$ cat config.mk
export PLATFORM = sky130hd
export DESIGN_NAME = sdram_init_seq
export DESIGN_NICKNAME = d
export VERILOG_FILES = /design/src/rtl/sdram_init_pkg.sv /design/src/rtl/sdram_init_timer.sv /design/src/rtl/sdram_init_pins.sv /design/src/rtl/sdram_init_seq.sv
export SDC_FILE = /design/constraint.sdc
export NUM_CORES = 1
export LEC_CHECK = 0
export ABC_AREA = 1
export BUFFER_PORTS_ARGS = -buffer_cell sky130_fd_sc_hd__buf_2
export CAP_MARGIN = 20
export CORE_MARGIN = 2
export CORE_UTILIZATION = 40
export CTS_CLUSTER_SIZE = 25
export DETAILED_ROUTE_END_ITERATION = 10
export HOLD_SLACK_MARGIN = 0.08
export PLACE_DENSITY = 0.71
export SLEW_MARGIN = 20
export SYNTH_ARGS = -nofsm -noshare
export SYNTH_HDL_FRONTEND = slang
export SYNTH_SLANG_ARGS = --single-unit
$ cat constraint.sdc
create_clock -name clk -period 1.9 [get_ports clk]
set_input_delay 0.38 -clock clk [delete_from_list [all_inputs] [get_ports clk]]
set_output_delay 0.38 -clock clk [all_outputs]
set_load 0.1 [all_outputs]
$ cat src/rtl/sdram_init_pkg.sv
package sdram_init_pkg;

  // Command placed on the memory pins in a given cycle
  typedef enum logic [1:0] {
    CMD_IDLE,
    CMD_PRECHARGE_ALL,
    CMD_AUTO_REFRESH,
    CMD_LOAD_MODE
  } sd_cmd_e;

  // Action waiting for the countdown to expire
  typedef enum logic [2:0] {
    ACT_PRECHARGE,
    ACT_REFRESH,
    ACT_LOAD_MODE,
    ACT_SIGNAL_DONE,
    ACT_HALT
  } init_act_e;

  function automatic int unsigned floor_at(input int unsigned v, input int unsigned lo);
    return (v < lo) ? lo : v;
  endfunction

  function automatic int unsigned idle_cycles(input int unsigned wait_us, input int unsigned clk_khz);
    return (wait_us * clk_khz + 999) / 1000;
  endfunction

  function automatic int unsigned max3(input int unsigned a, input int unsigned b, input int unsigned c);
    int unsigned m;
    m = (a > b) ? a : b;
    return (m > c) ? m : c;
  endfunction

endpackage

$ cat src/rtl/sdram_init_timer.sv
// Down-counter: reloaded on request, reports when it has reached zero.
module sdram_init_timer #(
  parameter int unsigned  CNT_W   = 16,
  parameter logic [CNT_W-1:0] RST_VAL = '0
) (
  input  logic             clk,
  input  logic             rst,
  input  logic             load,
  input  logic [CNT_W-1:0] load_val,
  output logic             expired
);

  logic [CNT_W-1:0] cnt_q;

  always_ff @(posedge clk) begin
    if (rst) begin
      cnt_q <= RST_VAL;
    end else if (load) begin
      cnt_q <= load_val;
    end else if (cnt_q != '0) begin
      cnt_q <= cnt_q - 1'b1;
    end
  end

  assign expired = (cnt_q == '0);

endmodule

$ cat src/rtl/sdram_init_pins.sv
// Registered pin driver: turns a command code into the memory pin levels.
module sdram_init_pins
  import sdram_init_pkg::*;
#(
  parameter int unsigned      ROW_W       = 12,
  parameter int unsigned      BA_W        = 2,
  parameter int unsigned      DQM_W       = 1,
  parameter int unsigned      ALL_BANK_BIT = 10,
  parameter logic [ROW_W-1:0] MODE_VALUE  = '0
) (
  input  logic             clk,
  input  logic             rst,
  input  sd_cmd_e          cmd,
  output logic             cke,
  output logic [DQM_W-1:0] dqm,
  output logic             cs_n,
  output logic             ras_n,
  output logic             cas_n,
  output logic             we_n,
  output logic [BA_W-1:0]  ba,
  output logic [ROW_W-1:0] addr
);

  localparam logic [ROW_W-1:0] ALL_BANKS = ROW_W'(1) << ALL_BANK_BIT;

  // Clock enable and mask stay high for the whole initialization
  always_ff @(posedge clk) begin
    cke <= 1'b1;
    dqm <= '1;
  end

  always_ff @(posedge clk) begin
    if (rst) begin
      cs_n  <= 1'b0;
      ras_n <= 1'b1;
      cas_n <= 1'b1;
      we_n  <= 1'b1;
      ba    <= '0;
      addr  <= '0;
    end else begin
      cs_n <= 1'b0;
      ba   <= '0;
      case (cmd)
        CMD_PRECHARGE_ALL: begin
          ras_n <= 1'b0; cas_n <= 1'b1; we_n <= 1'b0;
          addr  <= ALL_BANKS;
        end
        CMD_AUTO_REFRESH: begin
          ras_n <= 1'b0; cas_n <= 1'b0; we_n <= 1'b1;
          addr  <= '0;
        end
        CMD_LOAD_MODE: begin
          ras_n <= 1'b0; cas_n <= 1'b0; we_n <= 1'b0;
          addr  <= MODE_VALUE;
        end
        default: begin
          ras_n <= 1'b1; cas_n <= 1'b1; we_n <= 1'b1;
          addr  <= '0;
        end
      endcase
    end
  end

endmodule

$ cat src/rtl/sdram_init_seq.sv
// Power-up sequencer: idle stretch, precharge-all, refresh burst and mode
// load in a parameter-selected order, then a sticky done flag.
module sdram_init_seq
  import sdram_init_pkg::*;
#(
  parameter int unsigned      CLK_KHZ     = 250000,
  parameter int unsigned      WAIT_US     = 200,
  parameter int unsigned      T_RP        = 3,
  parameter int unsigned      T_RFC       = 9,
  parameter int unsigned      T_MRD       = 2,
  parameter int unsigned      NUM_REFRESH = 2,
  parameter bit               MRS_FIRST   = 1'b0,
  parameter int unsigned      ROW_W       = 12,
  parameter int unsigned      BA_W        = 2,
  parameter int unsigned      DQM_W       = 1,
  parameter logic [ROW_W-1:0] MODE_VALUE  = 12'h033
) (
  input  logic             clk,
  input  logic             rst,
  output logic             sd_cke,
  output logic [DQM_W-1:0] sd_dqm,
  output logic             sd_cs_n,
  output logic             sd_ras_n,
  output logic             sd_cas_n,
  output logic             sd_we_n,
  output logic [BA_W-1:0]  sd_ba,
  output logic [ROW_W-1:0] sd_addr,
  output logic             init_done
);

  localparam int unsigned IDLE_CYC = idle_cycles(WAIT_US, CLK_KHZ);
  localparam int unsigned RP       = floor_at(T_RP, 1);
  localparam int unsigned RFC      = floor_at(T_RFC, 1);
  localparam int unsigned MRD      = floor_at(T_MRD, 1);
  localparam int unsigned NREF     = floor_at(NUM_REFRESH, 2);
  localparam int unsigned MAX_CNT  = floor_at(IDLE_CYC, max3(RP, RFC, MRD));
  localparam int unsigned CNT_W    = $clog2(MAX_CNT + 1);
  localparam int unsigned REF_W    = $clog2(NREF + 1);

  // Phase order chosen by parameter
  localparam init_act_e AFTER_PRE = MRS_FIRST ? ACT_LOAD_MODE   : ACT_REFRESH;
  localparam init_act_e AFTER_REF = MRS_FIRST ? ACT_SIGNAL_DONE : ACT_LOAD_MODE;
  localparam init_act_e AFTER_MRS = MRS_FIRST ? ACT_REFRESH     : ACT_SIGNAL_DONE;

  init_act_e        pending_q, pending_d;
  logic [REF_W-1:0] refs_left_q;
  logic             done_q;
  logic             expired;
  logic             fire;
  logic             load;
  logic [CNT_W-1:0] load_val;
  sd_cmd_e          cmd;

  assign fire = expired && (pending_q != ACT_HALT);

  always_comb begin
    pending_d = pending_q;
    load      = 1'b0;
    load_val  = '0;
    cmd       = CMD_IDLE;
    if (fire) begin
      case (pending_q)
        ACT_PRECHARGE: begin
          cmd       = CMD_PRECHARGE_ALL;
          load      = 1'b1;
          load_val  = CNT_W'(RP - 1);
          pending_d = AFTER_PRE;
        end
        ACT_REFRESH: begin
          cmd       = CMD_AUTO_REFRESH;
          load      = 1'b1;
          load_val  = CNT_W'(RFC - 1);
          pending_d = (refs_left_q == REF_W'(1)) ? AFTER_REF : ACT_REFRESH;
        end
        ACT_LOAD_MODE: begin
          cmd       = CMD_LOAD_MODE;
          load      = 1'b1;
          load_val  = CNT_W'(MRD - 1);
          pending_d = AFTER_MRS;
        end
        ACT_SIGNAL_DONE: begin
          pending_d = ACT_HALT;
        end
        default: pending_d = ACT_HALT;
      endcase
    end
  end

  always_ff @(posedge clk) begin
    if (rst) begin
      pending_q   <= ACT_PRECHARGE;
      refs_left_q <= REF_W'(NREF);
      done_q      <= 1'b0;
    end else begin
      pending_q <= pending_d;
      if (fire && pending_q == ACT_REFRESH) begin
        refs_left_q <= refs_left_q - 1'b1;
      end
      if (fire && pending_q == ACT_SIGNAL_DONE) begin
        done_q <= 1'b1;
      end
    end
  end

  assign init_done = done_q;

  sdram_init_timer #(
    .CNT_W   (CNT_W),
    .RST_VAL (CNT_W'(IDLE_CYC))
  ) u_timer (
    .clk      (clk),
    .rst      (rst),
    .load     (load),
    .load_val (load_val),
    .expired  (expired)
  );

  sdram_init_pins #(
    .ROW_W        (ROW_W),
    .BA_W         (BA_W),
    .DQM_W        (DQM_W),
    .ALL_BANK_BIT (10),
    .MODE_VALUE   (MODE_VALUE)
  ) u_pins (
    .clk   (clk),
    .rst   (rst),
    .cmd   (cmd),
    .cke   (sd_cke),
    .dqm   (sd_dqm),
    .cs_n  (sd_cs_n),
    .ras_n (sd_ras_n),
    .cas_n (sd_cas_n),
    .we_n  (sd_we_n),
    .ba    (sd_ba),
    .addr  (sd_addr)
  );

endmodule

### Yosys cells after proc, flatten, opt, wreduce, memory -nomap -nowiden

Index checks and enable logic that the tools add are counted.

| word-level totals | value |
|---|---|
| register bits after elaboration | 37 |
| bits of input ports | 2 |
| word-level logic and storage cells | 43 |

| cells by class | value |
|---|---|
| add/subtract/negate cells | 2 |
| equality and inequality tests | 8 |
| mux-type cells | 14 |
| reduce and logical (&&, ||, !) cells | 11 |

Operators with widths:

| kind | number |
|---|---|
| 2-to-1 mux 16 bit | 2 |
| one-hot mux 11 bit (2 select lines) | 1 |
| zero test 16 bit | 1 |
| nonzero test 16 bit | 1 |
| subtractor 16 x 1 -> 16 bit, second input constant | 1 |
| one-hot mux 4 bit (3 select lines) | 1 |
| one-hot mux 3 bit (3 select lines) | 1 |
| == test 3 x 2 -> 1 bit, second input constant | 2 |
| one-hot mux 2 bit (3 select lines) | 1 |
| OR reduction 3 bit | 2 |
| 2-to-1 mux 1 bit | 5 |
| == test 2 x 1 -> 1 bit, second input constant | 2 |
| == test 2 bit, second input constant | 2 |
| 2-to-1 mux 2 bit | 2 |
| 2-to-1 mux 4 bit | 1 |
| OR reduction 2 bit | 2 |
| == test 3 x 1 -> 1 bit, second input constant | 1 |
| logical AND 1 bit | 3 |
| zero test 3 bit | 1 |
| inequality test 3 bit, second input constant | 1 |
| nonzero test 2 bit | 1 |
| subtractor 2 x 1 -> 2 bit, second input constant | 1 |

### Depth between registers and ports, before layout

Gate-level depths: netlist of run 1.

| depth | value |
|---|---|
| word-level depth | 6 |
| mapped depth | 10 |

### Modules after synthesis

From an unflattened synthesis of run 1, not the netlist that was laid out.

| unflattened totals | value |
|---|---|
| cell total of the unflattened synthesis | 231 |
| area, all modules | 1591.5 um^2 |

By module, submodules not included:

| module | times used | cells an instance | area each (um^2) | seq. area each (um^2) |
|---|---|---|---|---|
| sdram_init_timer | 1 | 158 | 1013.5 | 320.3 |
| sdram_init_seq | 1 | 44 | 327.8 | 120.1 |
| sdram_init_pins | 1 | 29 | 250.2 | 100.1 |

### Worst setup path before layout of run 1

Ideal clock, no wire load.

| timing | value |
|---|---|
| path type | register -> output |
| start point | reg, netlist name u_pins.addr[5] |
| end point | out sd_addr[1] |
| data arrival time | 1.392 ns |
| required time | 1.520 ns |
| setup slack | 0.128 ns |
| stages on the path, launching flop included | 2 |
| buffers on the path | 1 |
| cell sequence | dfxtp_1 > buf_4 |

RTL lines:

| what | line | RTL |
|---|---|---|
| to (decl) | sdram_init_seq.sv:27 | `output logic [ROW_W-1:0] sd_addr,` |

### Final worst setup path of run 1

| timing | value |
|---|---|
| start point | reg u_timer.cnt_q[0] |
| end point | reg u_timer.cnt_q[4] |

| between the ends | value |
|---|---|
| longest elaborated chain between the ends | 4 |

Ends and longest elaborated chain:

| what | line | RTL |
|---|---|---|
| from (decl) | sdram_init_timer.sv:13 | `logic [CNT_W-1:0] cnt_q;` |
| from (signal assigned) | sdram_init_timer.sv:19 | `cnt_q <= load_val;` |
| from (signal assigned) | sdram_init_timer.sv:21 | `cnt_q <= cnt_q - 1'b1;` |
| parallel branches: the longest is 4 deep, another holds subtractor 16 x 1 -> 16 bit | n/a |  |

Parallel ways; which one is timed is not known. The select of a mux whose other input is x is not followed.
A chain may end at the register's enable or synchronous reset.

==> impl_metrics.ini, run 1 <==
[finish]
area_growth_pct = 3.80
antenna_cells = 0
fin_util = 0.431
drive_gt1_frac = 0.185
fin_nets = 239

[clock_tree]
postCtsResizedCells = 0
clockBufferDepth = 2
htreeDepth = 1
cts_made_buffers = 3
root_buffer = clkbuf_8
post-cts-setup-buffers = 0
cts.sinks = 27
postCtsHoldBufs = 0
cts_tree = yes
clk_latency_ps = 280
clk_pin_slew_worst_paths_ps = 90

[min_path]
holdCritPathClass = input port to register
hold_depth = 2

[outcome]
status = complete, no violations

[run]
cap_violations = 0

[yosys]
async_flop_share = 0
syn_avg_cell_area_um2 = 7.26
ys_seq_area_frac = 0.328
yosys.cell_count.top_type = nand2_1
ys.flop_type = dfxtp_1
synth_area_leaders = dfxtp_1 (33%), nand2_1 (11%), nor2_1 (8.7%)
ys_ff_latch = 27
syn_area_mm2 = 0.00165
synthTopCellsByCount = nand2_1 (50), nor2_1 (38), dfxtp_1 (27)
synthCells = 227
yosysTopAreaCell = dfxtp_1
yosysWarningCount = 0
yosysUniqueCellTypes = 31
synth_edf_count = 0
synth_top_area_frac = 0.328

[critical_path]
worst_setup_path_end_kind = register
slowest_stage = dfxtp_1
cp_common_cell = nand2_1
slowest_delay_ps = 330
startpoint_type = register
arrival_ps = 1710
crit_chain = inv_1, ha_1, nand2_1, nor2_2, nand2_1, nand4_1, nand2_1
worst_r2r_path_depth = 7
cp_max_fo = 13
crit_type = register to register
cp.required_ps = 2070

[floorplanning]
die_x_um = 68.2
start_util = 0.415
ios = 23
die-area_mm2 = 0.00465
die_h_um = 68.2
num_rows = 23
core-area_mm2 = 0.00397

[placed_design]
dpl.hpwl_um = 2370
io_buffers = 10
gp_congestion = 0.816

[routing]
drc_errors = 0
drt_iter0_markers = 53
viasPerCell = 4.69
drt-pass1-iter-count = 4
wl_per_cell_um = 10.9
num_vias = 1328
totalWireLength_um = 3090
detail-route-antenna-nets = 0

[sta]
drv_slew = 0
clock_skew_ps = 1.63
setup_viol = 0
hold_violations = 0
fmax_mhz = 646
fin_crit_sh = 0.814
rsz0062_at_grt = no
post-route-min-period_ps = 1550
worst_slew_pin_slew_ps = 506
relSlewSlack = 0.662
fin_tns_setup_ps = 0

[power_and_ir_drop]
ir_worst_vdd_mv = 0.265
finalPower_mw = 1.20
p_leak_nw = 0.842
cellPowerDensity_mw_per_mm2 = 703

[global_route]
grt_pass1_vias = 1183
grt_overflow_total = 0
grt_start_max_net_pins = 16
globalRouteTotalUtil = 0.148
grt_pass1_wl_um = 5090
antenna_found_initial = 0
==> worst max-delay path, delay by kind of cell, from the launching register on <==
family,cells,cell delay [ps]
flops,1,330
simple gates,5,790
buf+inv,1,130
fa+ha+maj,1,180
==> registers in the layout, summed over array words and instances, names as in the netlist <==
signal         cells
u_pins.addr        2
u_pins.ras_n       1
u_pins.we_n        1
init_done          1
u_timer.cnt_q     16
u_pins.cas_n       1
pending_q          3
refs_left_q        2
==> final timing paths <==
check / startpoint / to / slack (ps)
max: u_timer.cnt_q[0] / u_timer.cnt_q[4] / 350
min: rst / u_timer.cnt_q[10] / 420
max reg2reg: u_timer.cnt_q[0] / u_timer.cnt_q[4] / 350
min reg2reg: init_done / init_done / 480
==> metrics by stage <==
step	setup slack, ps	hold WS, ps	cells	cell area [um^2]
after CTS	365	412	283	1710
final	353	416	283	1710
after floorplan	128	452	237	1690
after global routing	249	415	283	1710
after global placement	400	461	279	1660
after detailed placement	376	459	279	1660
==> routing by layer <==
layer,vias up,routed length [um],global-route usage
met5,-,0,0
met1,597,1450,0.177
met3,4,111,0.0395
met4,0,30,0.0375
met2,23,1500,0.261
li1,704,-,-
==> placed cells by master (no fill, tap or decap), types with 2 or more instances in the layout <==
| cell | instances |
|---|---|
| nand2_1 | 50 |
| nor2_1 | 38 |
| dfxtp_1 | 27 |
| inv_1 | 23 |
| nand3_1 | 15 |
| conb_1 | 12 |
| buf_2 | 10 |
| nand4_1 | 9 |
| nor2_4 | 6 |
| nor2_2 | 4 |
| xor2_1 | 4 |
| a21oi_1 | 4 |
| nand3_2 | 3 |
| or2_2 | 3 |
| ha_1 | 3 |
| clkbuf_8 | 3 |
| nand2_2 | 2 |
| nor2_8 | 2 |
| o21ai_1 | 2 |
==> power by group <==
group | internal, mW | switching (mW) | leakage (nW)
clock | 0.147 | 0.187 | 0.0255
combinational | 0.0574 | 0.199 | 0.598
sequential | 0.585 | 0.0264 | 0.219
total | 0.790 | 0.412 | 0.842
==> kinds of logic (layout without fill, tap and decap cells) <==
family,count (synthesis),count (layout),share of synthesized area
AOI/OAI and AO/OA,9,9,0.0334
xor gates and xnor gates,4,4,0.0213
adders and majority gates,3,3,0.0228
buffers and inverters,44,40,0.144
DFF,27,27,0.328
other,2,12,0.00456
and+or+nand+nor,138,138,0.446
==> layout make-up <==
| class | instances | area [um^2] |
|---|---|---|
| Clock buffer | 3 | 41.3 |
| Tap cell | 50 | 62.6 |
| Multi-Input combinational cell | 166 | 907 |
| Clock inverter | 1 | 5.00 |
| Timing Repair Buffer | 11 | 57.6 |
| Inverter | 25 | 96.3 |
| Sequential cell | 27 | 541 |
| Fill cell | 418 | 2260 |
Power figures use the tool's default switching activity.
==> run 2, diff against run 1 <==
--- a/config.mk
+++ b/config.mk
@@ -13,7 +13,7 @@
 export CTS_CLUSTER_SIZE = 25
 export DETAILED_ROUTE_END_ITERATION = 10
 export HOLD_SLACK_MARGIN = 0.08
-export PLACE_DENSITY = 0.71
+export PLACE_DENSITY = 0.73
 export SLEW_MARGIN = 20
 export SYNTH_ARGS = -nofsm -noshare
 export SYNTH_HDL_FRONTEND = slang
==> constraint.sdc (replaced) <==
create_clock -name clk -period 1.4 [get_ports clk]
set_input_delay 0.28 -clock clk [delete_from_list [all_inputs] [get_ports clk]]
set_output_delay 0.28 -clock clk [all_outputs]
set_load 0.1 [all_outputs]
==> impl_metrics.ini, run 2 (synthesized netlist as in run 1, its figures left out) <==
[floorplanning]
num_rows = 23
die_x_um = 68.2
core-area_mm2 = 0.00397
die_h_um = 68.2
ios = 23
die-area_mm2 = 0.00465
start_util = 0.415

[sta]
setup_viol = 0
drv_slew = 0
rsz0062_at_grt = yes
fin_crit_sh = 0.998
holdWs_ps = 345
hold_violations = 0
clock_skew_ps = 2.35
fin_tns_setup_ps = 0
post-route-min-period_ps = 1400
fmax_mhz = 716

[critical_path]
worst_setup_path_end_kind = register
crit_chain = nor2_1, nand2_2, nor2_4, nand2_8, nor2_8, inv_2, nor2_1, nor2_1
r2r-start = u_timer.cnt_q[11]
slowest_delay_ps = 350
cp_common_cell = nor2_1
r2r_setup_slack_ps = 3
arrival_ps = 1580
worst_r2r_path_depth = 8
cp_max_fo = 7
startpoint_type = register
cp.required_ps = 1580
crit_type = register to register
slowest_stage = dfxtp_1
worstReg2RegEnd = refs_left_q[0]
endpoint = refs_left_q[0]
critical_path.startpoint = u_timer.cnt_q[11]

[clock_tree]
clockBufferDepth = 2
cts.sinks = 27
clk_pin_slew_worst_paths_ps = 90
cts_tree = yes
htreeDepth = 1
root_buffer = clkbuf_8
clk_latency_ps = 280
cts_made_buffers = 3

[global_route]
antenna_found_initial = 0
grt_pass1_vias = 1243
grt_overflow_total = 0
grt_pass1_wl_um = 5460
grt_start_max_net_pins = 17
globalRouteTotalUtil = 0.156

[power_and_ir_drop]
net-switching-power_mw = 0.591
power_frac_comb = 0.258
p_int_mw = 1.14
netSwitchingFraction = 0.342
seqPwrFrac = 0.480
p_leak_nw = 0.953
finalPower_mw = 1.73
cellPowerDensity_mw_per_mm2 = 901
ir_worst_vdd_mv = 0.640
p_clk_frac = 0.262

[routing]
drt_iter0_markers = 78
num_vias = 1424
totalWireLength_um = 3380
drt-pass1-iter-count = 4
drc_errors = 0
detail-route-antenna-nets = 0
wl_per_cell_um = 11.1
viasPerCell = 4.68

[finish]
final_cell_mix = nand2_1 (47), nor2_1 (33), buf_4 (22), inv_1 (21), dfxtp_1 (20)
fin_nets = 260
area_growth_pct = 16.6
largest_reg_flops = 16
layout_commonest_cell = nand2_1
largest_register = u_timer.cnt_q
antenna_cells = 0
top_regs = u_timer.cnt_q: 16 flops, pending_q: 3 flops
drive_gt1_frac = 0.327
finalInstanceArea_mm2 = 0.00192
fillerInstances = 403
fin_util = 0.484

[run]
cap_violations = 0

[placed_design]
gp_congestion = 0.871
dpl.hpwl_um = 2470
postPlaceCellArea_mm2 = 0.00176
io_buffers = 10

[outcome]
status = complete, no violations

[min_path]
holdCritPathClass = input port to register
min_from = rst
[run 2: changes by cell type in the layout (fill, tap and decap cells not counted), sizes merged]
| cell | change |
|---|---|
| buf | +21 |
[run 2: through the flow]
stage	std cells	setup WS [ps]
6_report	304	3.18
5_1_grt	304	-106
4_1_cts	296	14.7
3_5_place_dp	292	-2.07
3_3_place_gp	292	42.2
2_1_floorplan	237	77.1
[run 2: worst min path at each step]
stage | end | cells after the start
after floorplan | refs_left_q[1] | 2
after global placement | init_done | 2
after detailed placement | init_done | 2
after CTS | u_timer.cnt_q[13] | 3
after global routing | u_timer.cnt_q[7] | 3
final | u_timer.cnt_q[5] | 3
[run 2: power groups by stage]
| stage | Clock (mW) | Sequential [mW] | Combinational [mW] |
|---|---|---|---|
| 4_1_cts | 0.467 | 0.825 | 0.389 |
| 2_1_floorplan | 0 | 0.840 | 0.339 |
| 3_5_place_dp | 0 | 0.843 | 0.385 |
| 6_report | 0.453 | 0.832 | 0.447 |
| 5_1_grt | 0.489 | 0.837 | 0.486 |
| 3_3_place_gp | 0 | 0.843 | 0.383 |
[run 2: what timing repair did]
action / CTS / global route
gates resized for setup: 1 / 21
pin swaps: 1 / 9
buffers inserted: 0 / 8
setup endpoints to repair: 4 / 24
hold buffers: 0 / 0
[run 2: critical path, delay by kind of cell (launching register included)]
kind / cells / cell delay, ps
and+or+nand+nor: 7 / 880
DFF: 1 / 350
buffers and inverters: 1 / 50
[run 2: layer usage]
metal  global-route usage  vias to the layer above  share of wire
met4               0.0300                        0          0.015
met3               0.0395                        8          0.042
met1                0.201                      645           0.46
met2                0.265                       34           0.48
li1                     -                      737              -
met5                    0                        -              0
[run 2: layout make-up]
type | count | area (um^2) | area share
multi-input cells | 166 | 947 | 0.493
clock buffers | 3 | 41.3 | 0.0215
inverters | 25 | 101 | 0.0527
flip-flops and latches | 27 | 549 | 0.286
repair buffers | 32 | 215 | 0.112
clock inverters | 1 | 5.00 | 0.00260
well taps | 50 | 62.6 | 0.0326
==> run 3, diff against run 2 <==
--- a/config.mk
+++ b/config.mk
@@ -17,4 +17,5 @@
 export SLEW_MARGIN = 20
 export SYNTH_ARGS = -nofsm -noshare
 export SYNTH_HDL_FRONTEND = slang
+export SYNTH_HIERARCHICAL = 1
 export SYNTH_SLANG_ARGS = --single-unit
==> impl_metrics.ini, run 3 <==
[outcome]
status = complete, but fails checks
violations = setup timing

[floorplanning]
die-area_mm2 = 0.00450
ios = 23
die_x_um = 67.1
start_util = 0.425
core-area_mm2 = 0.00374
num_rows = 22
die_h_um = 67.1

[placed_design]
postPlaceCellArea_mm2 = 0.00194
io_buffers = 10
dpl.hpwl_um = 2450
place_ws_ps = -246
gp_congestion = 0.884
placed_cells = 324

[clock_tree]
clk_pin_slew_worst_paths_ps = 90
clockBufferDepth = 2
cts_made_buffers = 3
cts.sinks = 27
root_buffer = clkbuf_8
cts_tree = yes
htreeDepth = 1
clk_latency_ps = 270

[sta]
setup_viol = 24
hold_violations = 0
rsz0062_at_grt = yes
fin_crit_sh = 1.21
post-route-min-period_ps = 1690
drv_slew = 0
clock_skew_ps = 4.43
fin_tns_setup_ps = -4940
holdWs_ps = 417
worst_slack_ps = -289
fmax_mhz = 592

[critical_path]
cp.required_ps = 1580
crit_type = register to register
arrival_ps = 1860
worst_setup_path_end_kind = register
r2r_setup_slack_ps = -290
worst_r2r_path_depth = 13
r2r-start = u_timer/cnt_q[0]
endpoint = u_timer/cnt_q[1]
worstReg2RegEnd = u_timer/cnt_q[1]
startpoint_type = register
cp_max_fo = 7
critical_path.startpoint = u_timer/cnt_q[0]

[finish]
fillerInstances = 326
area_growth_pct = 41.5
antenna_cells = 0
largest_register = u_timer/cnt_q
top_regs = u_timer/cnt_q: 16 flops, pending_q: 3 flops
layout_commonest_cell = nand2_1
fin_nets = 303
fin_util = 0.602
drive_gt1_frac = 0.393
largest_reg_flops = 16
finalInstanceArea_mm2 = 0.00225
final_cells = 346
final_cell_mix = nand2_1 (54), buf_4 (42), nor2_1 (25), conb_1 (25), dfxtp_1 (22)

[power_and_ir_drop]
cellPowerDensity_mw_per_mm2 = 798
finalPower_mw = 1.80
ir_worst_vdd_mv = 0.469
p_leak_nw = 1.11

[routing]
detail-route-antenna-nets = 0
num_vias = 1596
drc_errors = 0
totalWireLength_um = 3970
drt-pass1-iter-count = 4
viasPerCell = 4.61
wl_per_cell_um = 11.5
drt_iter0_markers = 53

[global_route]
globalRouteTotalUtil = 0.175
grt_overflow_total = 0
antenna_found_initial = 0
grt_start_max_net_pins = 23
grt_pass1_vias = 1408
grt_pass1_wl_um = 6020

[yosys]
synth_top_area_frac = 0.340
syn_area_mm2 = 0.00159
async_flop_share = 0
ys_ff_latch = 27
synthTopCellsByCount = nand2_1 (60), nor2_1 (32), dfxtp_1 (27)
syn_avg_cell_area_um2 = 6.89
yosys.cell_count.top_type = nand2_1
yosysUniqueCellTypes = 29
ys_seq_area_frac = 0.340
yosysWarningCount = 6
yosysTopAreaCell = dfxtp_1
synth_area_leaders = dfxtp_1 (34%), nand2_1 (14%), nor2_1 (7.5%)
synthCells = 231
synth_edf_count = 0
ys.flop_type = dfxtp_1

[run]
cap_violations = 0

[min_path]
holdCritPathClass = input port to register
## run 3: layout make-up
cell class	count	area, um^2	share of cell area
Multi-Input combinational cell	182	1030	0.456
Sequential cell	27	547	0.243
Timing Repair Buffer	59	457	0.203
Inverter	26	115	0.0511
Tap cell	48	60.1	0.0267
Clock buffer	3	41.3	0.0183
Clock inverter	1	5.00	0.00222
## run 3: what timing repair did
action | CTS | global route
buffers inserted | 9 | 9
resized for setup | 21 | 24
hold buffers | 0 | 0
pin swaps | 9 | 14
endpoints found under the setup margin | 25 | 27
## run 3: kinds of logic after synthesis
kind of cell	count (synthesis)	share of synthesized area
adders and majority gates	2	0.0157
other	3	0.00707
DFF	27	0.340
and+or+nand+nor	121	0.366
buffers and inverters	44	0.140
AOI/OAI and AO/OA	26	0.0873
xor gates and xnor gates	8	0.0440
## run 3: worst max-delay path: stages (launching register included)
cell	delay, ps
dfxtp_2	330
inv_2	70
ha_4	140
nand2_4	60
nor2_8	100
nand3_4	80
inv_4	70
nand2_4	60
nor2_4	200
clkinv_4	160
nand2_1	150
nand2_1	70
nand2_1	60
nor2_1	40
## run 3: report_power, final
part           leakage, nW  switching, mW  internal (mW)
Combinational        0.860          0.338          0.186
Clock               0.0255          0.253          0.200
Sequential           0.220         0.0218          0.800
Total                 1.11          0.613           1.19
## run 3: routing by layer
metal | routed length (um) | GRT usage | up-vias
met3 | 148 | 0.0236 | 8
met1 | 1790 | 0.232 | 739
met4 | 42 | 0.0485 | 0
li1 | - | - | 809
met2 | 1990 | 0.293 | 40
met5 | 0 | 0 | -
## run 3: worst min-delay path by stage
stage	startpoint	endpoint	slack [ps]	cells past startpoint
global route	rst	init_done	430	2
floorplan	rst	pending_q[1]	340	1
finish	rst	init_done	420	2
detailed placement	init_done	init_done	460	2
CTS	rst	u_timer/cnt_q[3]	420	2
global placement	init_done	init_done	450	2
